`src/rtl/nanp_pkg.sv`:
```
package nanp_pkg;

    typedef logic [1:0] tag_t;

    localparam tag_t TAG_SPECIAL = 2'b10;

    typedef struct packed {
        logic is_nan;
        logic unsup;
        logic quiet;
    } cls_t;

endpackage

```
`src/rtl/nanp_classify.sv`:
```
module nanp_classify #(
    parameter int EXP_W = 15,
    parameter int SIG_W = 64,
    localparam int FP_W = 1 + EXP_W + SIG_W
) (
    input  logic [FP_W-1:0]  op,
    input  nanp_pkg::tag_t   tag,
    output nanp_pkg::cls_t   cls
);
    logic [EXP_W-1:0] expo;
    logic [SIG_W-1:0] sig;
    logic             top_exp;
    logic             special;

    assign expo    = op[SIG_W +: EXP_W];
    assign sig     = op[SIG_W-1:0];
    assign top_exp = &expo;
    assign special = (tag == nanp_pkg::TAG_SPECIAL);

    always_comb begin
        cls.is_nan = special && top_exp && sig[SIG_W-1] && (|sig[SIG_W-2:0]);
        cls.unsup  = special && top_exp && !sig[SIG_W-1];
        cls.quiet  = sig[SIG_W-2];
    end
endmodule

```
`src/rtl/nanp_pick.sv`:
```
module nanp_pick #(
    parameter int EXP_W = 15,
    parameter int SIG_W = 64,
    localparam int FP_W = 1 + EXP_W + SIG_W
) (
    input  logic [FP_W-1:0] op_a,
    input  logic [FP_W-1:0] op_b,
    input  nanp_pkg::cls_t  cls_a,
    input  nanp_pkg::cls_t  cls_b,
    input  logic [FP_W-1:0] dflt,
    output logic [FP_W-1:0] sel,
    output logic            sig_op
);
    logic [SIG_W-1:0] mag_a;
    logic [SIG_W-1:0] mag_b;

    assign mag_a = op_a[SIG_W-1:0];
    assign mag_b = op_b[SIG_W-1:0];

    always_comb begin
        sel    = op_a;
        sig_op = 1'b0;
        if (cls_a.is_nan && cls_b.is_nan) begin
            sig_op = !(cls_a.quiet && cls_b.quiet);
            if (mag_b > mag_a)
                sel = op_b;
            else if (mag_b == mag_a)
                sel = dflt;
            else
                sel = op_a;
        end else if (cls_a.is_nan) begin
            sel    = op_a;
            sig_op = !cls_a.quiet;
        end else if (cls_b.is_nan) begin
            sel    = op_b;
            sig_op = !cls_b.quiet;
        end
    end
endmodule

```
`src/rtl/nan_prop_sel.sv`:
```
module nan_prop_sel #(
    parameter int EXP_W = 15,
    parameter int SIG_W = 64,
    localparam int FP_W = 1 + EXP_W + SIG_W
) (
    input  logic            clk,
    input  logic            rst_n,
    input  logic            in_valid,
    input  logic [FP_W-1:0] opa,
    input  logic [FP_W-1:0] opb,
    input  logic [1:0]      tag_a,
    input  logic [1:0]      tag_b,
    input  logic [FP_W-1:0] dflt_nan,
    input  logic            inv_mask,
    output logic            out_valid,
    output logic [FP_W-1:0] result,
    output logic            dest_wr,
    output logic            inv_req,
    output logic            exc_flag,
    output logic            nan_hit
);
    localparam logic [FP_W-1:0] INDEF = {1'b1, {EXP_W{1'b1}}, 2'b11, {(SIG_W-2){1'b0}}};

    typedef struct packed {
        logic            vld;
        logic [FP_W-1:0] res;
        logic            wr;
        logic            inv;
        logic            exc;
        logic            hit;
    } state_t;

    state_t st_d, st_q;

    logic [1:0][FP_W-1:0]        ops;
    nanp_pkg::tag_t [1:0]        tags;
    nanp_pkg::cls_t [1:0]        cls;
    logic [FP_W-1:0]             sel;
    logic                        sig_op;
    logic                        any_unsup;
    logic                        any_nan;

    assign ops  = {opb, opa};
    assign tags = {tag_b, tag_a};

    for (genvar gi = 0; gi < 2; gi++) begin : g_cls
        nanp_classify #(.EXP_W(EXP_W), .SIG_W(SIG_W)) u_cls (
            .op  (ops[gi]),
            .tag (tags[gi]),
            .cls (cls[gi])
        );
    end

    nanp_pick #(.EXP_W(EXP_W), .SIG_W(SIG_W)) u_pick (
        .op_a   (opa),
        .op_b   (opb),
        .cls_a  (cls[0]),
        .cls_b  (cls[1]),
        .dflt   (dflt_nan),
        .sel    (sel),
        .sig_op (sig_op)
    );

    assign any_unsup = cls[0].unsup || cls[1].unsup;
    assign any_nan   = cls[0].is_nan || cls[1].is_nan;

    always_comb begin
        st_d     = '0;
        st_d.vld = in_valid;
        st_d.res = INDEF;
        if (in_valid && (any_unsup || any_nan)) begin
            st_d.hit = 1'b1;
            if (any_unsup) begin
                st_d.inv = 1'b1;
                if (inv_mask) st_d.wr  = 1'b1;
                else          st_d.exc = 1'b1;
            end else begin
                st_d.inv = sig_op;
                if (!sig_op || inv_mask) begin
                    st_d.wr = 1'b1;
                    if (sel[SIG_W-1]) begin
                        st_d.res           = sel;
                        st_d.res[SIG_W-2]  = 1'b1;
                    end
                end else begin
                    st_d.exc = 1'b1;
                end
            end
        end
    end

    always_ff @(posedge clk or negedge rst_n) begin
        if (!rst_n) st_q <= '0;
        else        st_q <= st_d;
    end

    assign out_valid = st_q.vld;
    assign result    = st_q.res;
    assign dest_wr   = st_q.wr;
    assign inv_req   = st_q.inv;
    assign exc_flag  = st_q.exc;
    assign nan_hit   = st_q.hit;

    AST_VALID_FOLLOWS: assert property (@(posedge clk) disable iff (!rst_n)
        in_valid |=> out_valid);
    AST_IDLE_FLAGS: assert property (@(posedge clk) disable iff (!rst_n)
        !out_valid |-> !(dest_wr || inv_req || exc_flag || nan_hit));
    AST_NOHIT_SILENT: assert property (@(posedge clk) disable iff (!rst_n)
        (out_valid && !nan_hit) |-> !(dest_wr || inv_req || exc_flag));
    AST_EXC_NO_WRITE: assert property (@(posedge clk) disable iff (!rst_n)
        exc_flag |-> (!dest_wr && inv_req));
    AST_WRITE_QUIET: assert property (@(posedge clk) disable iff (!rst_n)
        dest_wr |-> ((&result[SIG_W +: EXP_W]) && result[SIG_W-1] && result[SIG_W-2]));
    AST_MASKED_NO_EXC: assert property (@(posedge clk) disable iff (!rst_n)
        (in_valid && inv_mask) |=> !exc_flag);
endmodule

```
`config.mk`:
```
export PLATFORM = sky130hd
export DESIGN_NAME = nan_prop_sel
export DESIGN_NICKNAME = d
export VERILOG_FILES = /design/src/rtl/nanp_pkg.sv /design/src/rtl/nanp_classify.sv /design/src/rtl/nanp_pick.sv /design/src/rtl/nan_prop_sel.sv
export SDC_FILE = /design/constraint.sdc
export NUM_CORES = 1
export LEC_CHECK = 0
export ABC_AREA = 1
export BUFFER_PORTS_ARGS = -buffer_cell sky130_fd_sc_hd__buf_2
export CORE_MARGIN = 2
export CORE_UTILIZATION = 35
export DETAILED_ROUTE_END_ITERATION = 10
export GPL_TIMING_DRIVEN = 0
export PLACE_DENSITY = 0.63
export SLEW_MARGIN = 20
export SYNTH_ARGS = -nofsm -noshare
export SYNTH_HDL_FRONTEND = slang
export SYNTH_SLANG_ARGS = --single-unit
```
`constraint.sdc`:
```
create_clock -name clk -period 0.8 [get_ports clk]
set_input_delay 0.16 -clock clk [delete_from_list [all_inputs] [get_ports clk]]
set_output_delay 0.16 -clock clk [all_outputs]
set_load 0.05 [all_outputs]
```
-- After elaboration in Yosys (flattened, before gate mapping)
Index checks and enable logic that the tools add are counted.
- magnitude comparators: 1
- eq/ne operators: 3
- multiplexer cells: 16
- reduce and logical (&&, ||, !) cells: 25
- operator list (cell ; number):
    80-bit 2-to-1 mux ; 7
    63-bit OR reduction ; 2
    84-bit 2-to-1 mux ; 1
    81-bit 2-to-1 mux ; 1
    64-bit equality test ; 1
    64-bit greater-than comparator ; 1
    15-bit AND reduction ; 2
    1-bit logical AND ; 11
    1-bit logical NOT ; 6
    1-bit 2-to-1 mux ; 6
    2-bit equality test, second input constant ; 2
    1-bit logical OR ; 4
    3-bit 2-to-1 mux ; 1
- register bits: 85
- bits of input ports: 248
- output and inout bits: 85
- word-level logic and storage cells: 51

-- Longest topological paths before layout
- depth after elaboration: 12
- mapped depth: 20
- mapped depth without buffers: 19

-- Hierarchy
From an unflattened synthesis, not the netlist that was laid out.
- cell total of the unflattened synthesis: 1751
- area total of the unflattened synthesis: 11158.2 um2
- modules (own cells, without submodules) (module ; times used ; cells each ; area an instance (um2) ; sequential area each (um2)):
    nanp_pick ; 1 ; 1145 ; 6897.9 ; 0.0
    nan_prop_sel ; 1 ; 446 ; 3634.7 ; 2102.0
    nanp_classify ; 2 ; 80 ; 312.8 ; 0.0

-- Worst setup path after synthesis
Ideal clock, no wire load.
- path kind: input to register
- start point: input opa[55]
- end point: register st_q (netlist bit result[50])
- setup time: 0.121 ns
- arrival: 1.913 ns
- required time: 0.679 ns
- slack: -1.234 ns
- stages on the path: 16
- path buffers: 2
- cell sequence: inv_1 -> ha_1 -> nand2_1 -> nor2_1 -> nand4_1 -> nor2_1 -> nand2_1 -> o21bai_1 -> nand2_1 -> nand2_2 -> buf_2 -> buf_2 -> nand2_1 -> nand3_1 -> nand2_1 -> nor2_1
- RTL lines (what ; RTL line ; source):
    from (decl) ; nan_prop_sel.sv:9 ; input logic [FP_W-1:0] opa,
    to (signal assigned) ; nan_prop_sel.sv:94 ; else st_q <= st_d;
    to (decl) ; nan_prop_sel.sv:33 ; state_t st_d, st_q;

==> flow_summary.ini <==
[pwr]
ir_drop_mv = 0.636
powerDensity_mw_per_mm2 = 974
p_leak_uw = 0.00656
total_power_uw = 13500

[cts]
cts_num_sinks = 84
cts_hold_buffers = 2
clk_pin_slew_ns = 0.07
cts_root_buffer = clkbuf_16
tritoncts = done
cts_buffer_depth = 2
numCtsBuffers = 9
cts.htree.levels = 3

[logic_synthesis]
synth.largest_area_cell = dfrtp_1
synth-seq-area-share_pct = 24.7
synth.area.top_cells = dfrtp_1, nand2_1, nor2_1
yosys_warnings = 0
ys_types = 31
avgSynthCellArea_um2 = 5.86
ys_async_sr_fraction_pct = 100
synthFlopType = dfrtp_1
synth_top_area_share_pct = 24.7
synth_area_mm2 = 0.00850
synth-edff-count = 0
syn_inst = 1451
synth.net_count = 1764
ys_ff_latch = 84

[placement]
dpl.hpwl_um = 26900
gp_congestion = 0.914
port-buffer-count = 331

[grt]
grt_util_all_layers_pct = 27.5
met2_usage_pct = 45.0
top_usage_layer = met2
grt_max_degree = 50
grt_pass1_wl_um = 56000
use_met3_pct = 4.10
antenna_found_initial = 4
grt_remaining_overflow = 0
grt_use_met1_pct = 35.6
grt_pass1_vias = 10761

[floorplanning]
die_height_um = 160
ios = 333
dieArea_mm2 = 0.0256
core_area_mm2 = 0.0241
rows = 57
initial_core_util_pct = 35.3
die_w_um = 160

[timing]
hold_viol = 35
slew_headroom_pct = 58.8
slew_violations = 0
worst-slew-pin-transition_ns = 0.618
timing.fmax_mhz = 507
post-route-min-period_ns = 1.97
holdWs_ns = -0.294
fin_crit_sh_pct = 246
fin_ws_ns = -1.17
setup_viol = 167
rsz0062_at_grt = true

[cells_and_area]
layout_common_cells = nand2_1, nor2_1, buf_2
final_core_util_pct = 57.3
syn2layout_area_growth_pct = 62.5
fin_nets = 2151
layout-drive-gt1-share_pct = 39.1
layout_commonest_cell = nand2_1

[critical_path]
cp-end-kind = register
critPathKind = in -> reg
cp.arrival_ns = 2.21
cp_data_required_time_ns = 1.04
path_max_fanout = 7
startpoint_type = primary input

[route]
initialDrtViolationCount = 890
antenna_left = 0
vias_per_cell = 5.14
wl_um = 36600
drc = 0
wire_per_inst_um = 16.9
via_count = 11149
first_pass_iters = 5

[min_path]
worstHoldPathType = in -> async

[job]
cap_violations = 0

[status]
failed_checks = hold timing, setup timing
status = complete, but fails checks
## critical path: stages
cell	delay (ns)
buf_6	0.11
ha_4	0.28
nand2_4	0.05
nor2_4	0.11
nand4_1	0.15
nor2_4	0.17
nand2_4	0.08
o21bai_4	0.19
nand2_4	0.16
nand2_8	0.11
nand2_4	0.09
nand3_4	0.11
nand2_8	0.13
buf_12	0.13
clkbuf_16	0.14
nor2_1	0.04
## where the power goes
part / total (µW) / switching, µW / internal (µW)
registers: 4250 / 4.23 / 4250
logic: 4580 / 2480 / 2100
clock network: 4630 / 1910 / 2720
total: 13500 / 4390 / 9070
## sequential cells by signal (all words and copies together), names as in the netlist
register	count
dest_wr	1
out_valid	1
exc_flag	1
result	79
inv_req	1
nan_hit	1
## synthesized netlist by cell type (7+ instances only)
| library cell | instances |
|---|---|
| nand2_1 | 369 |
| nor2_1 | 301 |
| a21oi_1 | 166 |
| nand3_1 | 166 |
| inv_1 | 99 |
| dfrtp_1 | 84 |
| o21ai_0 | 71 |
| ha_1 | 65 |
| clkbuf_1 | 43 |
| buf_2 | 28 |
| o21ai_1 | 11 |
| buf_1 | 7 |
## area by class of cell
type                       instances  area, µm²
fill                            2399      10300
multi-input combinational       1174       6730
timing repair buffer             376       2980
sequential                        84       2100
buffer                            88        820
inverter                         105        475
tap                              324        405
clock buffer                      10        229
clock inverter                     5       77.6
antenna                            2       5.00
## metal layers
layer  up-vias  part of all wire, %
met5         -                    0
met2       450                   46
met1      5149                   44
met4         0                  4.0
li1       5478                    -
met3        72                  6.1
## logic make-up after synthesis
logic type                 share of synthesized area [%]
AOI/OAI and AO/OA                                   15.3
adders and majority gates                           9.56
buffers and inverters                               9.72
DFF                                                 24.7
other                                             0.0441
and+or+nand+nor                                     40.7
## worst paths after layout
| kind | cells after the start | from | slack, ns | end |
|---|---|---|---|---|
| worst max-delay path | 16 | opb[53] | -1.17 | result[17] |
| worst min-delay path | 1 | rst_n | -0.29 | result[40] |
| max in group asynchronous | 2 | rst_n | 0.45 | result[63] |
| min in group clk | 3 | in_valid | 0.14 | nan_hit |
## what timing repair did
action,in CTS,in global routing
resized for setup,429,167
gates cloned,5,2
hold endpoints to repair,37,35
setup endpoints to repair,167,167
setup buffers,30,6
pin swaps,51,63
## per-stage QoR
stage | hold WS [ns] | area (µm²) | cells | TNS, ns | worst slack, ns
global route | -0.274 | 13800 | 2168 | -121.56 | -1.30
finish | -0.294 | 13800 | 2168 | -110.49 | -1.17
CTS | -0.292 | 13200 | 2159 | -109.25 | -1.14
floorplan | -0.136 | 8930 | 1451 | -84.41 | -1.07
global placement | 0.329 | 11000 | 2106 | -268.95 | -2.02
detailed placement | 0.0883 | 11000 | 2107 | -160.15 | -2.05
Note: power is estimated with default switching activity, not from simulation.
